$ cat src/rtl/ctd_pkg.sv
package ctd_pkg;

    typedef enum logic [1:0] {
        MODE_EXT    = 2'd0,
        MODE_SIMPLE = 2'd1,
        MODE_DOUBLE = 2'd2,
        MODE_CALIB  = 2'd3
    } trig_mode_e;

    typedef enum logic {
        ST_SEEK1 = 1'b0,
        ST_SEEK2 = 1'b1
    } stage_e;

endpackage

$ cat src/rtl/ctd_cand_queue.sv
module ctd_cand_queue #(
    parameter int DEPTH = 8,
    parameter int AGE_W = 10,
    localparam int NB_W = $clog2(DEPTH + 1)
) (
    input  logic             clk,
    input  logic             rst_n,
    input  logic             push,
    input  logic             clear,
    input  logic [AGE_W-1:0] win,
    output logic [NB_W-1:0]  live_cnt
);

    typedef struct packed {
        logic             vld;
        logic [AGE_W-1:0] age;
    } slot_t;

    slot_t [DEPTH-1:0] slot_q, slot_d, aged;
    logic  [DEPTH-1:0] live;

    // every slot ages by one per cycle, saturating so old entries stay dead
    generate
        for (genvar g = 0; g < DEPTH; g++) begin : g_slot
            always_comb begin
                aged[g] = slot_q[g];
                if (slot_q[g].age != '1) begin
                    aged[g].age = slot_q[g].age + 1'b1;
                end
            end
            assign live[g] = slot_q[g].vld && (slot_q[g].age < win);
        end
    endgenerate

    always_comb begin
        slot_d = aged;
        if (clear) begin
            slot_d = '0;
        end else if (push) begin
            for (int i = DEPTH - 1; i > 0; i--) begin
                slot_d[i] = aged[i-1];
            end
            slot_d[0] = '{vld: 1'b1, age: '0};
        end
    end

    always_comb begin
        live_cnt = '0;
        for (int i = 0; i < DEPTH; i++) begin
            live_cnt = live_cnt + NB_W'(live[i]);
        end
    end

    always_ff @(posedge clk or negedge rst_n) begin
        if (!rst_n) begin
            slot_q <= '0;
        end else begin
            slot_q <= slot_d;
        end
    end

endmodule

$ cat src/rtl/ctd_timebase.sv
module ctd_timebase #(
    parameter int FT_W = 12,
    parameter int CT_W = 20
) (
    input  logic            clk,
    input  logic            rst_n,
    output logic [FT_W-1:0] fine,
    output logic [CT_W-1:0] coarse
);

    typedef struct packed {
        logic [CT_W-1:0] coarse;
        logic [FT_W-1:0] fine;
    } tb_t;

    tb_t tb_q, tb_d;

    always_comb begin
        tb_d      = tb_q;
        tb_d.fine = tb_q.fine + 1'b1;
        if (&tb_q.fine) begin
            tb_d.coarse = tb_q.coarse + 1'b1;
        end
    end

    always_ff @(posedge clk or negedge rst_n) begin
        if (!rst_n) begin
            tb_q <= '0;
        end else begin
            tb_q <= tb_d;
        end
    end

    assign fine   = tb_q.fine;
    assign coarse = tb_q.coarse;

endmodule

$ cat src/rtl/ctd_trigger_unit.sv
module ctd_trigger_unit
    import ctd_pkg::*;
#(
    parameter int FT_W   = 12,
    parameter int CT_W   = 20,
    parameter int CNT_W  = 16,
    parameter int DEPTH  = 8,
    parameter int AGE_W  = 10,
    parameter int GAP_W  = 16,
    parameter int HOLD_W = 16,
    localparam int NB_W  = $clog2(DEPTH + 1)
) (
    input  logic              clk,
    input  logic              rst_n,
    input  logic [1:0]        cfg_mode,
    input  logic [NB_W-1:0]   cfg_n1,
    input  logic [NB_W-1:0]   cfg_n2,
    input  logic [AGE_W-1:0]  cfg_win1,
    input  logic [AGE_W-1:0]  cfg_win2,
    input  logic [GAP_W-1:0]  cfg_max_gap,
    input  logic [HOLD_W-1:0] cfg_holdoff,
    input  logic [FT_W-1:0]   cfg_pretrig,
    input  logic              cand1_valid,
    input  logic              cand2_valid,
    input  logic              ext_trig,
    output logic              acc_valid,
    output logic [1:0]        acc_mode,
    output logic [CNT_W-1:0]  acc_count,
    output logic [CT_W-1:0]   acc_coarse,
    output logic [FT_W-1:0]   acc_fine
);

    localparam int TIME_W = CT_W + FT_W;

    typedef struct packed {
        stage_e            stage;
        logic [GAP_W-1:0]  gap;
        logic [HOLD_W-1:0] hold;
        logic [CNT_W-1:0]  cnt;
        logic              acc_vld;
        logic [1:0]        acc_mode;
        logic [TIME_W-1:0] acc_time;
    } state_t;

    state_t           st_q, st_d;
    logic [NB_W-1:0]  live1, live2;
    logic [FT_W-1:0]  fine;
    logic [CT_W-1:0]  coarse;
    logic             clr;
    logic             fire, arm, blocked, hit1, hit2, in_gap;
    trig_mode_e       mode;

    ctd_timebase #(.FT_W(FT_W), .CT_W(CT_W)) u_timebase (
        .clk    (clk),
        .rst_n  (rst_n),
        .fine   (fine),
        .coarse (coarse)
    );

    ctd_cand_queue #(.DEPTH(DEPTH), .AGE_W(AGE_W)) u_queue1 (
        .clk      (clk),
        .rst_n    (rst_n),
        .push     (cand1_valid),
        .clear    (clr),
        .win      (cfg_win1),
        .live_cnt (live1)
    );

    ctd_cand_queue #(.DEPTH(DEPTH), .AGE_W(AGE_W)) u_queue2 (
        .clk      (clk),
        .rst_n    (rst_n),
        .push     (cand2_valid),
        .clear    (clr),
        .win      (cfg_win2),
        .live_cnt (live2)
    );

    always_comb begin
        st_d         = st_q;
        st_d.acc_vld = 1'b0;
        mode         = trig_mode_e'(cfg_mode);
        blocked      = |st_q.hold;
        hit1         = live1 > cfg_n1;
        hit2         = live2 > cfg_n2;
        in_gap       = st_q.gap < cfg_max_gap;

        fire = 1'b0;
        if (!blocked) begin
            unique case (mode)
                MODE_EXT:    fire = ext_trig;
                MODE_SIMPLE: fire = hit1;
                MODE_DOUBLE: fire = (st_q.stage == ST_SEEK2) && hit2 && in_gap;
                MODE_CALIB:  fire = ext_trig || hit1;
            endcase
        end

        arm = (mode == MODE_DOUBLE) && !blocked && (st_q.stage == ST_SEEK1) && hit1;

        // stage sequencing for the two-step coincidence
        if (mode != MODE_DOUBLE || fire) begin
            st_d.stage = ST_SEEK1;
            st_d.gap   = '0;
        end else if (blocked) begin
            st_d.stage = st_q.stage;
        end else if (st_q.stage == ST_SEEK1) begin
            if (hit1) begin
                st_d.stage = ST_SEEK2;
                st_d.gap   = '0;
            end
        end else if (!in_gap) begin
            st_d.stage = ST_SEEK1;
            st_d.gap   = '0;
        end else if (st_q.gap != '1) begin
            st_d.gap = st_q.gap + 1'b1;
        end

        // rate limit
        if (fire) begin
            st_d.hold = cfg_holdoff;
        end else if (blocked) begin
            st_d.hold = st_q.hold - 1'b1;
        end

        if (fire) begin
            st_d.cnt      = st_q.cnt + 1'b1;
            st_d.acc_vld  = 1'b1;
            st_d.acc_mode = cfg_mode;
            st_d.acc_time = {coarse, fine} - TIME_W'(cfg_pretrig);
        end

        clr = fire || blocked || arm;
    end

    always_ff @(posedge clk or negedge rst_n) begin
        if (!rst_n) begin
            st_q <= '0;
        end else begin
            st_q <= st_d;
        end
    end

    assign acc_valid  = st_q.acc_vld;
    assign acc_mode   = st_q.acc_mode;
    assign acc_count  = st_q.cnt;
    assign acc_coarse = st_q.acc_time[TIME_W-1:FT_W];
    assign acc_fine   = st_q.acc_time[FT_W-1:0];

endmodule

$ cat config.mk
export PLATFORM = sky130hd
export DESIGN_NAME = ctd_trigger_unit
export DESIGN_NICKNAME = d
export VERILOG_FILES = /design/src/rtl/ctd_pkg.sv /design/src/rtl/ctd_cand_queue.sv /design/src/rtl/ctd_timebase.sv /design/src/rtl/ctd_trigger_unit.sv
export SDC_FILE = /design/constraint.sdc
export NUM_CORES = 1
export LEC_CHECK = 0
export BUFFER_PORTS_ARGS = -buffer_cell sky130_fd_sc_hd__buf_4
export CAP_MARGIN = 20
export CORE_UTILIZATION = 35
export DETAILED_ROUTE_END_ITERATION = 8
export GPL_ROUTABILITY_DRIVEN = 1
export SYNTH_ARGS = -nofsm -noshare
export SYNTH_HDL_FRONTEND = slang
export SYNTH_HIERARCHICAL = 1
export SYNTH_SLANG_ARGS = --single-unit
$ cat constraint.sdc
create_clock -name clk -period 11.8 [get_ports clk]
set_input_delay 0.59 -clock clk [delete_from_list [all_inputs] [get_ports clk]]
set_output_delay 0.59 -clock clk [all_outputs]
set_load 0.005 [all_outputs]
# Word-level counts from Yosys, hierarchy flattened
# Index checks and enable logic that the tools add are counted.
dict set report op_classes {
  n_bitwise 1
  n_eq_ne 23
  n_addsub 36
  magnitude_cmp 19
  reduce_logical 36
  mux 33
}
# op count
set op_table {}
lappend op_table {{$mux W88} 4}
lappend op_table {{$add A10 B1 Y10 const B} 16}
lappend op_table {{$lt A10 B10 Y1} 16}
lappend op_table {{$mux W10} 16}
lappend op_table {{$ne A10 B10 Y1 const B} 16}
lappend op_table {{$mux W16} 5}
lappend op_table {{$mux W17} 3}
lappend op_table {{$add A4 B1 Y4} 12}
lappend op_table {{$mux W35} 1}
lappend op_table {{$add A16 B1 Y16 const B} 2}
lappend op_table {{$sub A32 B12 Y32} 1}
lappend op_table {{$logic_and A1 B1 Y1} 21}
lappend op_table {{$add A20 B1 Y20 const B} 1}
lappend op_table {{$lt A16 B16 Y1} 1}
lappend op_table {{$ne A16 B16 Y1 const B} 1}
lappend op_table {{$reduce_or A16 Y1} 1}
lappend op_table {{$sub A16 B1 Y16 const B} 1}
lappend op_table {{$add A12 B1 Y12 const B} 1}
lappend op_table {{$reduce_and A12 Y1} 1}
lappend op_table {{$reduce_bool A3 Y1} 3}
lappend op_table {{$gt A4 B4 Y1} 2}
lappend op_table {{$reduce_bool A2 Y1} 3}
lappend op_table {{$add A1 B1 Y2} 2}
lappend op_table {{$eq A2 B2 Y1 const B} 2}
lappend op_table {{11 further kinds} 16}
dict set report word_totals {
  output_inout_bits 51
  in_bits 79
  reg_bits 292
}

# Longest topological paths before layout
dict set report depth {
  depth_word 17
  depth_mapped 28
  ltp_nobuf 26
}

# Cells and area by module
# The synthesis kept the hierarchy.
# module n_inst cells_per_inst area_per_inst_um2
set modules_own_cells {}
lappend modules_own_cells {ctd_cand_queue 2 706 6633.9}
lappend modules_own_cells {ctd_trigger_unit 1 649 5693.0}
lappend modules_own_cells {ctd_timebase 1 119 1412.6}

# Worst setup path before layout
# OpenSTA, ideal clock, no wires.
dict set report synth_timing {
  kind {input port to flip-flop}
  startpoint {in cfg_win1[2]}
  endpoint {reg u_queue1/slot_q[75] in the netlist's numbering}
  arrival_time_ps 6240
  path_buffers 3
  setup_slack_ps 5459
  cell_stages 28
  setup_ps 101
  path_cell_list {inv_1 -> ha_1 -> a21o_1 -> a31oi_1 -> o21ai_0 -> a21oi_1 -> o21ai_0 -> fa_1 -> fa_1 -> inv_1 -> fa_1 -> ha_1 -> inv_1 -> fa_1 -> inv_1 -> ha_1 -> nor2b_1 -> o211ai_1 -> a21oi_1 -> a21oi_1 -> o221ai_2 -> nor2_4 -> nand2_1 -> buf_2 -> or2_2 -> clkbuf_1 -> clkbuf_1 -> o32ai_1}
}
# element line_no
set synth_lines {}
lappend synth_lines {{start, declared} ctd_trigger_unit.sv:18} ;# input logic [AGE_W-1:0] cfg_win1,
lappend synth_lines {{end signal, assigned} ctd_cand_queue.sv:58} ;# slot_q <= slot_d;
lappend synth_lines {{end, declared} ctd_cand_queue.sv:19} ;# slot_t [DEPTH-1:0] slot_q, slot_d, aged;

==> flow_summary.json <==
{
  "status": "finished, final reports clean",
  "cts_setup_buffers": 0,
  "worstPathMaxFanout": 35,
  "reg2reg_to": "u_queue1/slot_q[11]$_DFF_PN0_",
  "layout_setup_ws_ns": 4.172,
  "regToRegSetupSlack_ns": 4.19,
  "seq_area_frac_synth_pct": 35.87,
  "pre_cts_slack_ns": 3.417,
  "drc": 0,
  "num_rows": 88,
  "synth-edff-count": 0,
  "overflow": 0,
  "postLayoutCoreUtil_pct": 39.84,
  "clk_pin_slew_ns": 0.05,
  "synthMuxAreaShare_pct": 3.556,
  "fin_skew_ns": 0.02336,
  "rr_worst_depth": 27,
  "syn2layout_area_growth_pct": 12.61,
  "cts_buffer_depth": 3,
  "htree_num_levels": 2,
  "yosysUniqueCellTypes": 82,
  "cts_buffers": 38,
  "ys_warn_count": 6,
  "yosys-top-cells-area": "dfrtp_1, ha_1, xnor2_1, nor2_1, nand2_1",
  "crit_end": "u_queue1/slot_q[11]$_DFF_PN0_",
  "final-setup-viol-count": 0,
  "peakVddDrop_v": 0.00008564,
  "drtAntennaViolNets": 0,
  "ctsHoldBuffers": 0,
  "holdCritPathClass": "primary input to async pin",
  "synthArstFlopShare_pct": 100.0,
  "cts_sinks": 292,
  "synth.avg_cell_area_um2": 9.346,
  "drv_cap": 0,
  "grt_pass1_vias": 16909,
  "drt-total-wl_um": 56410,
  "synth_compound_area_share_pct": 16.31,
  "synth_fa_ha_area_share_pct": 13.54,
  "synth_xor_area_share_pct": 5.374,
  "cts-resized-gates": 0,
  "slowest_stage": "or2_2",
  "slew_headroom_pct": 36.55,
  "timing.fmax_mhz": 131.1,
  "rsz0062_at_grt": "no",
  "synth_top_area_cell": "dfrtp_1",
  "first_pass_iters": 5,
  "grt_usage_pct": 18.91,
  "critPathArrivalTime_ns": 8.02,
  "whs_ns": 0.1079,
  "core_area_um2": 57590,
  "num-nets-final": 2539,
  "synth_common_cells": "dfrtp_1, ha_1, nor2_1",
  "cp_slowest_stage_delay_ns": 0.67,
  "place_hpwl_um": 40220,
  "tightestPinTransition_ns": 0.9484,
  "dieHeight_um": 243.3,
  "r2r_start": "u_queue1/slot_q[40]$_DFF_PN0_",
  "required_ns": 12.19,
  "die_area_um2": 59180,
  "post_synth_and_or_nand_nor_area_fraction_pct": 20.15,
  "gp_congestion": 0.8725,
  "io_buffers": 129,
  "start_kind": "primary input",
  "yosysMostFrequentCell": "dfrtp_1",
  "diodes": 0,
  "grt_max_degree": 109,
  "fin_crit_sh_pct": 64.64,
  "grt_pass1_wl_um": 91230,
  "path_class": "primary input to flop",
  "syn_area_um2": 20370,
  "synth_top_family_by_area": "simple AND/OR/NAND/NOR gates",
  "dieWidth_um": 243.3,
  "start_util_pct": 35.38,
  "leakage_nw": 10.47,
  "synthCells": 2180,
  "worst_skew_pair.late_latency_ns": 0.56,
  "clockRootBuffer": "clkbuf_16",
  "io_pins": 130,
  "ys_ff_latch": 292,
  "period_needed_ns": 7.628,
  "drv_slew": 0,
  "final.setup.tns_ns": 0,
  "cts_tree": "done",
  "wl_per_cell_um": 18.59,
  "via_count": 17026,
  "hold_viol": 0,
  "synthesis.nets": 2474,
  "p_per_area_nw_per_um2": 99.20,
  "drtIter0Drc": 1131,
  "drive_above_1_share_pct": 11.72,
  "antenna_found_initial": 1,
  "synth_top_area_share_pct": 35.87,
  "vias_per_cell": 5.612,
  "power.total_w": 0.002276,
  "end_kind": "flop",
  "synth-main-ff-cell": "dfrtp_1",
  "critPathLaunch": "cfg_win1[2]"
}
==> layout make-up <==
| cell class | count | area (µm²) |
|---|---|---|
| Timing Repair Buffer | 140 | 1091 |
| Fill cell | 5611 | 34640 |
| Multi-Input combinational cell | 1672 | 12010 |
| Clock buffer | 53 | 1089 |
| Tap cell | 765 | 957.2 |
| Inverter | 101 | 379.1 |
| Clock inverter | 11 | 111.4 |
| Sequential cell | 292 | 7307 |
==> placed cells by master, fill, tap and decap left out, types with 30 or more instances in the layout <==
cell type,count
nor3_1,46
inv_1,100
a211oi_1,32
dfrtp_1,292
xor2_1,48
buf_4,137
and3_1,39
nor2_1,166
nor2b_1,30
nand3_1,88
a21oi_1,96
clkbuf_16,39
nand2_1,152
o21ai_0,100
mux2i_1,57
xnor2_1,77
nand2b_1,34
nand4_1,52
o22ai_1,67
ha_1,206
==> how the worst min path moves through the flow <==
| stage | from | slack, ns | end |
|---|---|---|---|
| floorplan | rst_n | 0.29 | acc_coarse[0]$_DFFE_PN0P_ |
| global placement | acc_fine[5]$_DFFE_PN0P_ | 0.46 | acc_fine[5]$_DFFE_PN0P_ |
| detailed placement | acc_fine[5]$_DFFE_PN0P_ | 0.46 | acc_fine[5]$_DFFE_PN0P_ |
| CTS | rst_n | 0.14 | u_queue1/slot_q[6]$_DFF_PN0_ |
| global route | rst_n | 0.18 | st_q[71]$_DFFE_PN0P_ |
| finish | rst_n | 0.11 | st_q[71]$_DFFE_PN0P_ |
==> routing by layer <==
metal | track usage (%) | wire length [µm] | vias up
met5 | 0 | 9 | -
met4 | 6.511 | 1859 | 2
met3 | 3.338 | 2829 | 111
met2 | 32.40 | 27240 | 467
met1 | 23.83 | 24470 | 8290
li1 | - | - | 8156
==> sequential cells by signal, summed over array words and instances (netlist names) <==
register           count
u_queue1/slot_q       80
u_queue2/slot_q       80
st_q                  33
acc_coarse            20
u_timebase/coarse     20
acc_count             16
acc_fine              12
u_timebase/fine       12
u_queue1/aged          8
u_queue2/aged          8
acc_mode               2
acc_valid              1
==> logic make-up (layout without fill, tap and decap cells) <==
| family | Yosys count | in the layout |
|---|---|---|
| AOI/OAI and AO/OA | 505 | 505 |
| and+or+nand+nor | 757 | 757 |
| muxes | 70 | 70 |
| DFF | 292 | 292 |
| xor gates and xnor gates | 125 | 125 |
| buffers and inverters | 216 | 305 |
| adders and majority gates | 215 | 215 |
==> power breakdown <==
| group | leakage, nW | internal, W | switching [W] |
|---|---|---|---|
| Sequential | 4.01 | 0.00100 | 0.00000202 |
| Clock | 0.594 | 0.000684 | 0.000460 |
| Combinational | 5.87 | 0.0000466 | 0.0000793 |
==> metrics by stage <==
step                      area (µm²)  std cells
after floorplan                20370       2180
after global placement         21690       2968
after detailed placement       21690       2968
after CTS                      22890       3032
after global routing           22940       3034
final                          22940       3034
==> worst max-delay path: cells and delay by family <==
kind | cells | cell delay (ns)
simple gates | 4 | 1.29
fa+ha+maj | 7 | 2.85
buf+inv | 8 | 1.60
compound gates | 10 | 1.63
No activity file was read; power rests on OpenSTA's default activity.
